`config.mk`:
```
export PLATFORM = sky130hd
export DESIGN_NAME = dual_edge_interleaver
export DESIGN_NICKNAME = d
export VERILOG_FILES = /design/src/rtl/dei_pkg.sv /design/src/rtl/dei_mode_ctl.sv /design/src/rtl/dei_slot_map.sv /design/src/rtl/dei_serializer.sv /design/src/rtl/dual_edge_interleaver.sv
export SDC_FILE = /design/constraint.sdc
export NUM_CORES = 1
export LEC_CHECK = 0
export ABC_CLOCK_PERIOD_IN_PS = 2800
export CAP_MARGIN = 0
export CELL_PAD_IN_SITES_DETAIL_PLACEMENT = 1
export CELL_PAD_IN_SITES_GLOBAL_PLACEMENT = 2
export CORE_UTILIZATION = 31
export DETAILED_ROUTE_END_ITERATION = 10
export GPL_TIMING_DRIVEN = 0
export PLACE_DENSITY = 0.74
export SYNTH_ARGS = -nofsm -noshare
export SYNTH_HDL_FRONTEND = slang
export SYNTH_HIERARCHICAL = 1
export SYNTH_SLANG_ARGS = --single-unit
```
`constraint.sdc`:
```
create_clock -name clk -period 2.8 [get_ports clk]
set_clock_uncertainty 0.2 [all_clocks]
set_input_delay 0.84 -clock clk [delete_from_list [all_inputs] [get_ports clk]]
set_output_delay 0.84 -clock clk [all_outputs]
set_load 0.1 [all_outputs]
```
`src/rtl/dei_pkg.sv`:
```
// Package: shared mode type and slot counts for the interleaver.
// Assumes lane groups hold at most four samples.
package dei_pkg;
    localparam int DUAL_SLOTS = 4;
    localparam int SEP_SLOTS  = 2;
    localparam int DCW = $clog2(DUAL_SLOTS + 1);
    localparam int SCW = $clog2(SEP_SLOTS + 1);

    typedef struct packed {
        logic dual;    // dual-edge sampling
        logic demux;   // four-lane groups
        logic chan_q;  // Q channel feeds dual-edge stream
    } dei_mode_t;
endpackage

```
`src/rtl/dei_mode_ctl.sv`:
```
// Mode control: samples the mode inputs with each lane group and keeps
// the current mode. A group arriving under a different mode is dropped
// and that mode becomes current. Q selection requires extended control.
module dei_mode_ctl
    import dei_pkg::*;
(
    input  logic      clk,
    input  logic      rst_n,
    input  logic      lane_vld,
    input  logic      mode_dual,
    input  logic      mode_demux,
    input  logic      chan_sel_q,
    input  logic      ext_ctrl_en,
    output dei_mode_t mode_in,
    output dei_mode_t mode_cur,
    output logic      accept,
    output logic      drop
);
    // Effective incoming mode; channel only meaningful in dual-edge mode.
    always_comb begin
        mode_in.dual   = mode_dual;
        mode_in.demux  = mode_demux;
        mode_in.chan_q = mode_dual & chan_sel_q & ext_ctrl_en;
    end

    // Accept or drop the group presented with lane_vld.
    always_comb begin
        accept = lane_vld && (mode_in == mode_cur);
        drop   = lane_vld && (mode_in != mode_cur);
    end

    // Current mode register, updated only by a dropped group.
    always_ff @(posedge clk) begin
        if (!rst_n) begin
            mode_cur <= '0;
        end else if (drop) begin
            mode_cur <= mode_in;
        end
    end


    mode_hold_chk: assert property (@(posedge clk) disable iff (!rst_n)
        accept |=> (mode_cur == $past(mode_cur)));
endmodule

```
`src/rtl/dei_slot_map.sv`:
```
// Slot map: places the lanes of one group into emission slots, earliest
// first, for the incoming mode. Unused lanes never enter a slot.
module dei_slot_map
    import dei_pkg::*;
#(
    parameter int DW = 7
) (
    input  dei_mode_t                      mode_in,
    input  logic [DW-1:0]                  lane_di,
    input  logic [DW-1:0]                  lane_did,
    input  logic [DW-1:0]                  lane_dq,
    input  logic [DW-1:0]                  lane_dqd,
    output logic [DUAL_SLOTS-1:0][DW-1:0]  s_slots,
    output logic [DCW-1:0]                 s_cnt,
    output logic [SEP_SLOTS-1:0][DW-1:0]   i_slots,
    output logic [SCW-1:0]                 i_cnt,
    output logic [SEP_SLOTS-1:0][DW-1:0]   q_slots,
    output logic [SCW-1:0]                 q_cnt
);
    // Dual-edge stream: rising-edge lane precedes falling-edge lane.
    always_comb begin
        s_slots = '0;
        s_cnt   = '0;
        if (mode_in.dual) begin
            if (mode_in.demux) begin
                s_slots[0] = lane_dqd;
                s_slots[1] = lane_did;
                s_slots[2] = lane_dq;
                s_slots[3] = lane_di;
                s_cnt      = DCW'(4);
            end else begin
                s_slots[0] = lane_dq;
                s_slots[1] = lane_di;
                s_cnt      = DCW'(2);
            end
        end
    end

    // Separate channels: delayed lane is one clock older.
    always_comb begin
        i_slots = '0;
        q_slots = '0;
        i_cnt   = '0;
        q_cnt   = '0;
        if (!mode_in.dual) begin
            if (mode_in.demux) begin
                i_slots[0] = lane_did;
                i_slots[1] = lane_di;
                q_slots[0] = lane_dqd;
                q_slots[1] = lane_dq;
                i_cnt      = SCW'(2);
                q_cnt      = SCW'(2);
            end else begin
                i_slots[0] = lane_di;
                q_slots[0] = lane_dq;
                i_cnt      = SCW'(1);
                q_cnt      = SCW'(1);
            end
        end
    end
endmodule

```
`src/rtl/dei_serializer.sv`:
```
// Serializer: holds up to N samples and emits slot 0 first, one per
// clock. Assumes a new load arrives only when at most one sample is left.
module dei_serializer #(
    parameter int DW = 7,
    parameter int N  = 4,
    localparam int CW = $clog2(N + 1)
) (
    input  logic                 clk,
    input  logic                 rst_n,
    input  logic                 load,
    input  logic [CW-1:0]        load_cnt,
    input  logic [N-1:0][DW-1:0] slots,
    output logic [DW-1:0]        out_data,
    output logic                 out_vld
);
    logic [N-1:0][DW-1:0] hold_q;
    logic [CW-1:0]        left_q;

    // Load a new group or shift the next sample to the head.
    always_ff @(posedge clk) begin
        if (!rst_n) begin
            hold_q <= '0;
            left_q <= '0;
        end else if (load && (load_cnt != '0)) begin
            hold_q <= slots;
            left_q <= load_cnt;
        end else if (left_q != '0) begin
            hold_q <= {{DW{1'b0}}, hold_q[N-1:1]};
            left_q <= left_q - 1'b1;
        end
    end

    // Head of the holding register drives the output.
    always_comb begin
        out_data = hold_q[0];
        out_vld  = (left_q != '0);
    end


    no_overrun_chk: assert property (@(posedge clk) disable iff (!rst_n)
        (load && (load_cnt != '0)) |-> (left_q <= CW'(1)));

    drain_chk: assert property (@(posedge clk) disable iff (!rst_n)
        (left_q == CW'(1) && !load) |=> !out_vld);
endmodule

```
`src/rtl/dual_edge_interleaver.sv`:
```
// Top: restores time order of converter lane groups. Separate-channel
// mode feeds the I and Q serializers; dual-edge mode feeds the single
// tagged stream. Assumes lane_vld spacing of at least the group size.
module dual_edge_interleaver
    import dei_pkg::*;
#(
    parameter int DW = 7
) (
    input  logic          clk,
    input  logic          rst_n,
    input  logic          lane_vld,
    input  logic [DW-1:0] lane_di,
    input  logic [DW-1:0] lane_did,
    input  logic [DW-1:0] lane_dq,
    input  logic [DW-1:0] lane_dqd,
    input  logic          mode_dual,
    input  logic          mode_demux,
    input  logic          chan_sel_q,
    input  logic          ext_ctrl_en,
    output logic [DW-1:0] i_data,
    output logic          i_vld,
    output logic [DW-1:0] q_data,
    output logic          q_vld,
    output logic [DW-1:0] s_data,
    output logic          s_vld,
    output logic          s_tag
);
    dei_mode_t mode_in, mode_cur;
    logic      accept, drop;

    logic [DUAL_SLOTS-1:0][DW-1:0] s_slots;
    logic [SEP_SLOTS-1:0][DW-1:0]  i_slots, q_slots;
    logic [DCW-1:0]                s_cnt;
    logic [SCW-1:0]                i_cnt, q_cnt;

    dei_mode_ctl u_mode (
        .clk(clk), .rst_n(rst_n), .lane_vld(lane_vld),
        .mode_dual(mode_dual), .mode_demux(mode_demux),
        .chan_sel_q(chan_sel_q), .ext_ctrl_en(ext_ctrl_en),
        .mode_in(mode_in), .mode_cur(mode_cur),
        .accept(accept), .drop(drop)
    );

    dei_slot_map #(.DW(DW)) u_map (
        .mode_in(mode_in), .lane_di(lane_di), .lane_did(lane_did),
        .lane_dq(lane_dq), .lane_dqd(lane_dqd),
        .s_slots(s_slots), .s_cnt(s_cnt),
        .i_slots(i_slots), .i_cnt(i_cnt),
        .q_slots(q_slots), .q_cnt(q_cnt)
    );

    dei_serializer #(.DW(DW), .N(DUAL_SLOTS)) u_ser_s (
        .clk(clk), .rst_n(rst_n), .load(accept), .load_cnt(s_cnt),
        .slots(s_slots), .out_data(s_data), .out_vld(s_vld)
    );

    dei_serializer #(.DW(DW), .N(SEP_SLOTS)) u_ser_i (
        .clk(clk), .rst_n(rst_n), .load(accept), .load_cnt(i_cnt),
        .slots(i_slots), .out_data(i_data), .out_vld(i_vld)
    );

    dei_serializer #(.DW(DW), .N(SEP_SLOTS)) u_ser_q (
        .clk(clk), .rst_n(rst_n), .load(accept), .load_cnt(q_cnt),
        .slots(q_slots), .out_data(q_data), .out_vld(q_vld)
    );

    // Channel tag follows the current mode.
    always_comb s_tag = mode_cur.chan_q;


    stream_excl_chk: assert property (@(posedge clk) disable iff (!rst_n)
        !(s_vld && (i_vld || q_vld)));

    drop_gap_chk: assert property (@(posedge clk) disable iff (!rst_n)
        drop |=> !(s_vld || i_vld || q_vld));

    tag_i_chk: assert property (@(posedge clk) disable iff (!rst_n)
        (accept && !(chan_sel_q && ext_ctrl_en)) |=> !s_tag);
endmodule

```
==> flow_metrics.tcl, run 1 <==
set metrics [dict create \
    status "completed" \
    syn_inst 435 \
    hold_path_class "reg -> reg" \
    die_area_um2 13700 \
    cts_max_level 3 \
    placed_cell_area_um2 4900 \
    required_ps 1760 \
    min_period_over_period_pct 97.3 \
    antenna_left 0 \
    clock_tree.buffer_depth 2 \
    syn_to_final_growth_pct 28.3 \
    dp_cells 665 \
    via_count 3264 \
    p_leak_nw 2.68 \
    relSlewSlack_pct 35.7 \
    critPathArrivalTime_ps 1680 \
    cts_buffers 9 \
    port_buffers 58 \
    max-vdd-ir-drop_mv 0.522 \
    instances_no_fill 686 \
    slowest_stage "dlygate4sd2_1" \
    grt_max_degree 15 \
    cts_sinks 66 \
    dr.first_iter.drc_count 172 \
    tightest_slew_ps 968 \
    grt_usage_pct 19.2 \
    fmax_mhz 367 \
    period_minus_slack_ps 2720 \
    clk_latency_ps 340 \
    yosys_warnings 6 \
    core-area_um2 12800 \
    initial_core_util_pct 32.1 \
    maxCapViolations 0 \
    diodes 0 \
    setup-violations-final 0 \
    wire_per_inst_um 17.4 \
    pre_cts_ws_ps -743 \
    die_y_um 117 \
    first_global_vias 3502 \
    post-dp-hpwl_um 8800 \
    power.density_nw_per_um2 773 \
    critPathMaxFanout 2 \
    fp.dieW_um 117 \
    fin_area_um2 5260 \
    cp_cell_sequence "buf_4, dlygate4sd2_1" \
    nNetsFinal 548 \
    drt_wl_total_um 11900 \
    gp_congestion 0.777 \
    drtPass1Iterations 4 \
    netlist_area_um2 4100 \
    drv_slew 0 \
    synth.avg_cell_area_um2 9.43 \
    fin_ws_ps 76.0 \
    synth_nets 474 \
    io_pins 60 \
    start_kind "flop" \
    antenna_found_initial 0 \
    drive_gt1_share_pct 21.2 \
    worstSetupPathType "reg -> out" \
    rsz0062_at_grt "false" \
    clk_pin_slew_ps 60 \
    cts_tree "done" \
    grt_pass1_wl_um 19200 \
    slowest_delay_ps 840 \
    finalHoldViolations 0 \
    root_buffer "clkbuf_16" \
    drc 0 \
    cp-end-kind "primary output" \
    overflow 0 \
    num_rows 41 \
    viasPerCell 4.76 \
]
critical path: cells and delay by family (launching register included):
kind                   cells  cell delay [ps]
buffers and inverters      2              960
flip-flops                 1              380
path summary, 6_finish.rpt:
path                        end           startpoint  slack (ps)  cells after the start
min           u_ser_s/left_q[1]    u_ser_s/left_q[1]         260                      2
min reg2reg   u_ser_s/left_q[1]    u_ser_s/left_q[1]         260                      2
max reg2reg  u_ser_s/hold_q[18]   u_mode/mode_cur[2]         830                      7
max                   s_data[6]  u_ser_s/out_data[6]          80                      2
state kept, by name, indices dropped and copies added (netlist names):
name,cells
u_ser_i/left_q,2
u_ser_s/out_data,7
u_ser_q/left_q,2
u_ser_i/out_data,7
u_ser_i/hold_q,7
u_ser_q/hold_q,7
u_ser_q/out_data,7
u_ser_s/hold_q,21
u_mode/mode_cur,3
u_ser_s/left_q,3
per-stage QoR:
step	TNS [ps]	utilization [%]	power, mW	hold slack (ps)
floorplan	0	-	2.48	243
global placement	-39850	38.4	2.84	254
detailed placement	-41730	38.4	2.87	261
CTS	0	41.0	4.11	269
global route	0	41.2	4.27	290
finish	0	41.2	4.07	261
power by group:
group | switching, mW | internal, mW | leakage [nW] | total [mW]
combinational | 1.06 | 0.700 | 1.99 | 1.76
clock | 0.431 | 0.801 | 0.156 | 1.23
sequential | 0.0484 | 1.03 | 0.536 | 1.08
total | 1.54 | 2.53 | 2.68 | 4.07
metal layers:
metal | global-route usage, % | wire length [µm] | vias up
met5 | 0 | 0 | -
met4 | 7.26 | 234 | 0
met3 | 3.55 | 473 | 13
met2 | 32.7 | 5820 | 54
met1 | 23.9 | 5420 | 1567
li1 | - | - | 1630
timing repair:
action                     4_1_cts  5_1_grt
hold buffers                     0        0
setup endpoints to repair       88       19
gates resized for setup         47        2
buffers inserted                 3        2
pin swaps                        2        2
layout by cell type, fill, tap and decap left out, types with 6 or more instances in the layout:
master and count:
o211a_1 22, and3_1 16, nand3_1 22, a21boi_1 6, a221oi_2 14, nor2_1 18, clkbuf_16 9, nor2b_1 32
buf_4 34, inv_1 11, dfxtp_1 66, nand2_1 47, buf_2 11, buf_6 14, clkdlybuf4s50_1 31, dlygate4sd2_1 24
and2_1 14, mux2i_1 67
final cells by class:
type / instances / area, µm²
multi-input cells: 295 / 2260
clock inverters: 5 / 77.6
plain buffers: 63 / 509
well taps: 172 / 215
clock buffers: 11 / 243
fillers: 1475 / 7510
repair buffers: 63 / 592
flip-flops and latches: 66 / 1320
inverters: 11 / 41.3
(Power assumes the default switching activity.)
==> run 2, diff against run 1 <==
CTS_CLUSTER_SIZE = 40   (was unset)
REMOVE_ABC_BUFFERS = 1   (was unset)
==> run 2 against run 1 <==
  * Largest power group unchanged
  * Die area did not move
  * Largest cell class unchanged
  * Highest routed layer unchanged
  * Sequential share of layout area increased by 2.2 points
  * Non-clock buffer count shrank 58
  * Clock power shrank 9.8%
==> flow_metrics.tcl, run 2 (synthesized netlist as in run 1, its figures left out) <==
set metrics [dict create \
    critPathMaxFanout 18 \
    worstSetupPathType "reg -> out" \
    syn_to_final_growth_pct 17.9 \
    antenna_found_initial 0 \
    nNetsFinal 490 \
    largest_reg_flops 21 \
    fp.dieW_um 117 \
    start_kind "flop" \
    hold_slack_ps 264 \
    p_leak_nw 2.40 \
    top_register "u_ser_s/hold_q" \
    finalHoldViolations 0 \
    drtPass1Iterations 4 \
    cts_buffers 9 \
    route.met2.wl_um 4770 \
    clk_latency_ps 330 \
    port_buffers 59 \
    required_ps 1760 \
    rsz0062_at_grt "false" \
    grt_max_degree 51 \
    clk_pin_slew_ps 50 \
    root_buffer "clkbuf_16" \
    post-dp-hpwl_um 6440 \
    status "completed" \
    power.density_nw_per_um2 791 \
    p_sw_share_pct 38.1 \
    setup-violations-final 0 \
    die_area_um2 13700 \
    met3_length_um 419 \
    maxUsedRoutingLayer "met4" \
    die_y_um 117 \
    core-area_um2 12800 \
    antenna_left 0 \
    period_minus_slack_ps 2700 \
    instances_no_fill 627 \
    clockPowerShare_pct 28.9 \
    first_global_vias 3138 \
    fmax_mhz 371 \
    maxCapViolations 0 \
    drv_slew 0 \
    wire_per_inst_um 15.6 \
    grt_usage_pct 15.5 \
    p_comb_share_pct 42.8 \
    utilization_pct 37.8 \
    initial_core_util_pct 32.1 \
    intPower_mw 2.37 \
    cts_max_level 3 \
    seq_power_share_pct 28.2 \
    via_count 3063 \
    cts_tree "done" \
    overflow 0 \
    io_pins 60 \
    diodes 0 \
    drt_wl_total_um 9780 \
    clock_tree.buffer_depth 2 \
    drive_gt1_share_pct 12.3 \
    fin_area_um2 4830 \
    switchingPower_mw 1.46 \
    viasPerCell 4.89 \
    critPathArrivalTime_ps 1660 \
    drc 0 \
    layout_commonest_cell "mux2i_1" \
    dp_cells 609 \
    cts_sinks 66 \
    wl_met1_um 4540 \
    tightest_slew_ps 972 \
    dr.first_iter.drc_count 120 \
    relSlewSlack_pct 35.4 \
    grt_pass1_wl_um 15800 \
    hold_path_class "reg -> reg" \
    placed_cell_area_um2 4520 \
    num_rows 41 \
    min_period_over_period_pct 96.3 \
    fill_cells 1465 \
    gp_congestion 0.696 \
    max-vdd-ir-drop_mv 0.477 \
    cp-end-kind "primary output" \
    power_mw 3.82 \
    most-common-layout-cells "67 x mux2i_1, 66 x dfxtp_1, 47 x nand2_1" \
]
==> run 2: layout make-up <==
| class | count | area [µm²] | share of cell area (%) |
|---|---|---|---|
| inverters | 11 | 41.3 | 0.854 |
| clock buffers | 12 | 246 | 5.10 |
| repair buffers | 68 | 682 | 14.1 |
| flip-flops and latches | 66 | 1320 | 27.3 |
| clock inverters | 3 | 40.0 | 0.828 |
| well taps | 172 | 215 | 4.45 |
| multi-input cells | 295 | 2290 | 47.3 |
==> run 2: critical path, stage by stage (launching register included) <==
cell	delay, ps
dfxtp_1	360
inv_1	90
ha_4	250
inv_1	80
clkdlybuf4s15_2	550
==> run 2: final timing paths <==
| path | endpoint | from | depth (start not counted) | slack [ps] |
|---|---|---|---|---|
| worst min register to register | u_ser_s/hold_q[22] | u_ser_s/hold_q[22] | 2 | 260 |
| worst max register to register | u_ser_s/left_q[0] | u_mode/mode_cur[1] | 6 | 810 |
| worst max-delay path | i_vld | u_ser_i/left_q[0] | 4 | 100 |
| worst min-delay path | u_ser_s/hold_q[22] | u_ser_s/hold_q[22] | 2 | 260 |
==> run 2: routing by layer <==
metal / global-route usage (%) / vias to the layer above
met5: 0 / -
met4: 4.05 / 0
met3: 3.86 / 4
met2: 26.9 / 59
met1: 19.1 / 1492
li1: - / 1508
==> run 2: what timing repair did <==
item	in CTS	in global routing
buffers inserted	3	0
hold buffers	0	0
pin swaps	1	0
endpoints found under the setup margin	88	19
resized for setup	36	3
==> run 2: power by group through the flow <==
| stage | clock (mW) | sequential, mW | combinational (mW) |
|---|---|---|---|
| floorplan | 0 | 1.24 | 1.02 |
| finish | 1.11 | 1.08 | 1.64 |
| detailed placement | 0 | 1.10 | 1.59 |
| global route | 1.19 | 1.09 | 1.75 |
| CTS | 1.15 | 1.08 | 1.63 |
| global placement | 0 | 1.09 | 1.52 |
==> run 2: through the flow <==
step / setup WS, ps / setup TNS, ps
6_report: 103 / 0
5_1_grt: 5.70 / 0
4_1_cts: 8.32 / 0
3_5_place_dp: -902 / -51850
3_3_place_gp: -4620 / -266860
2_1_floorplan: -1630 / -52780
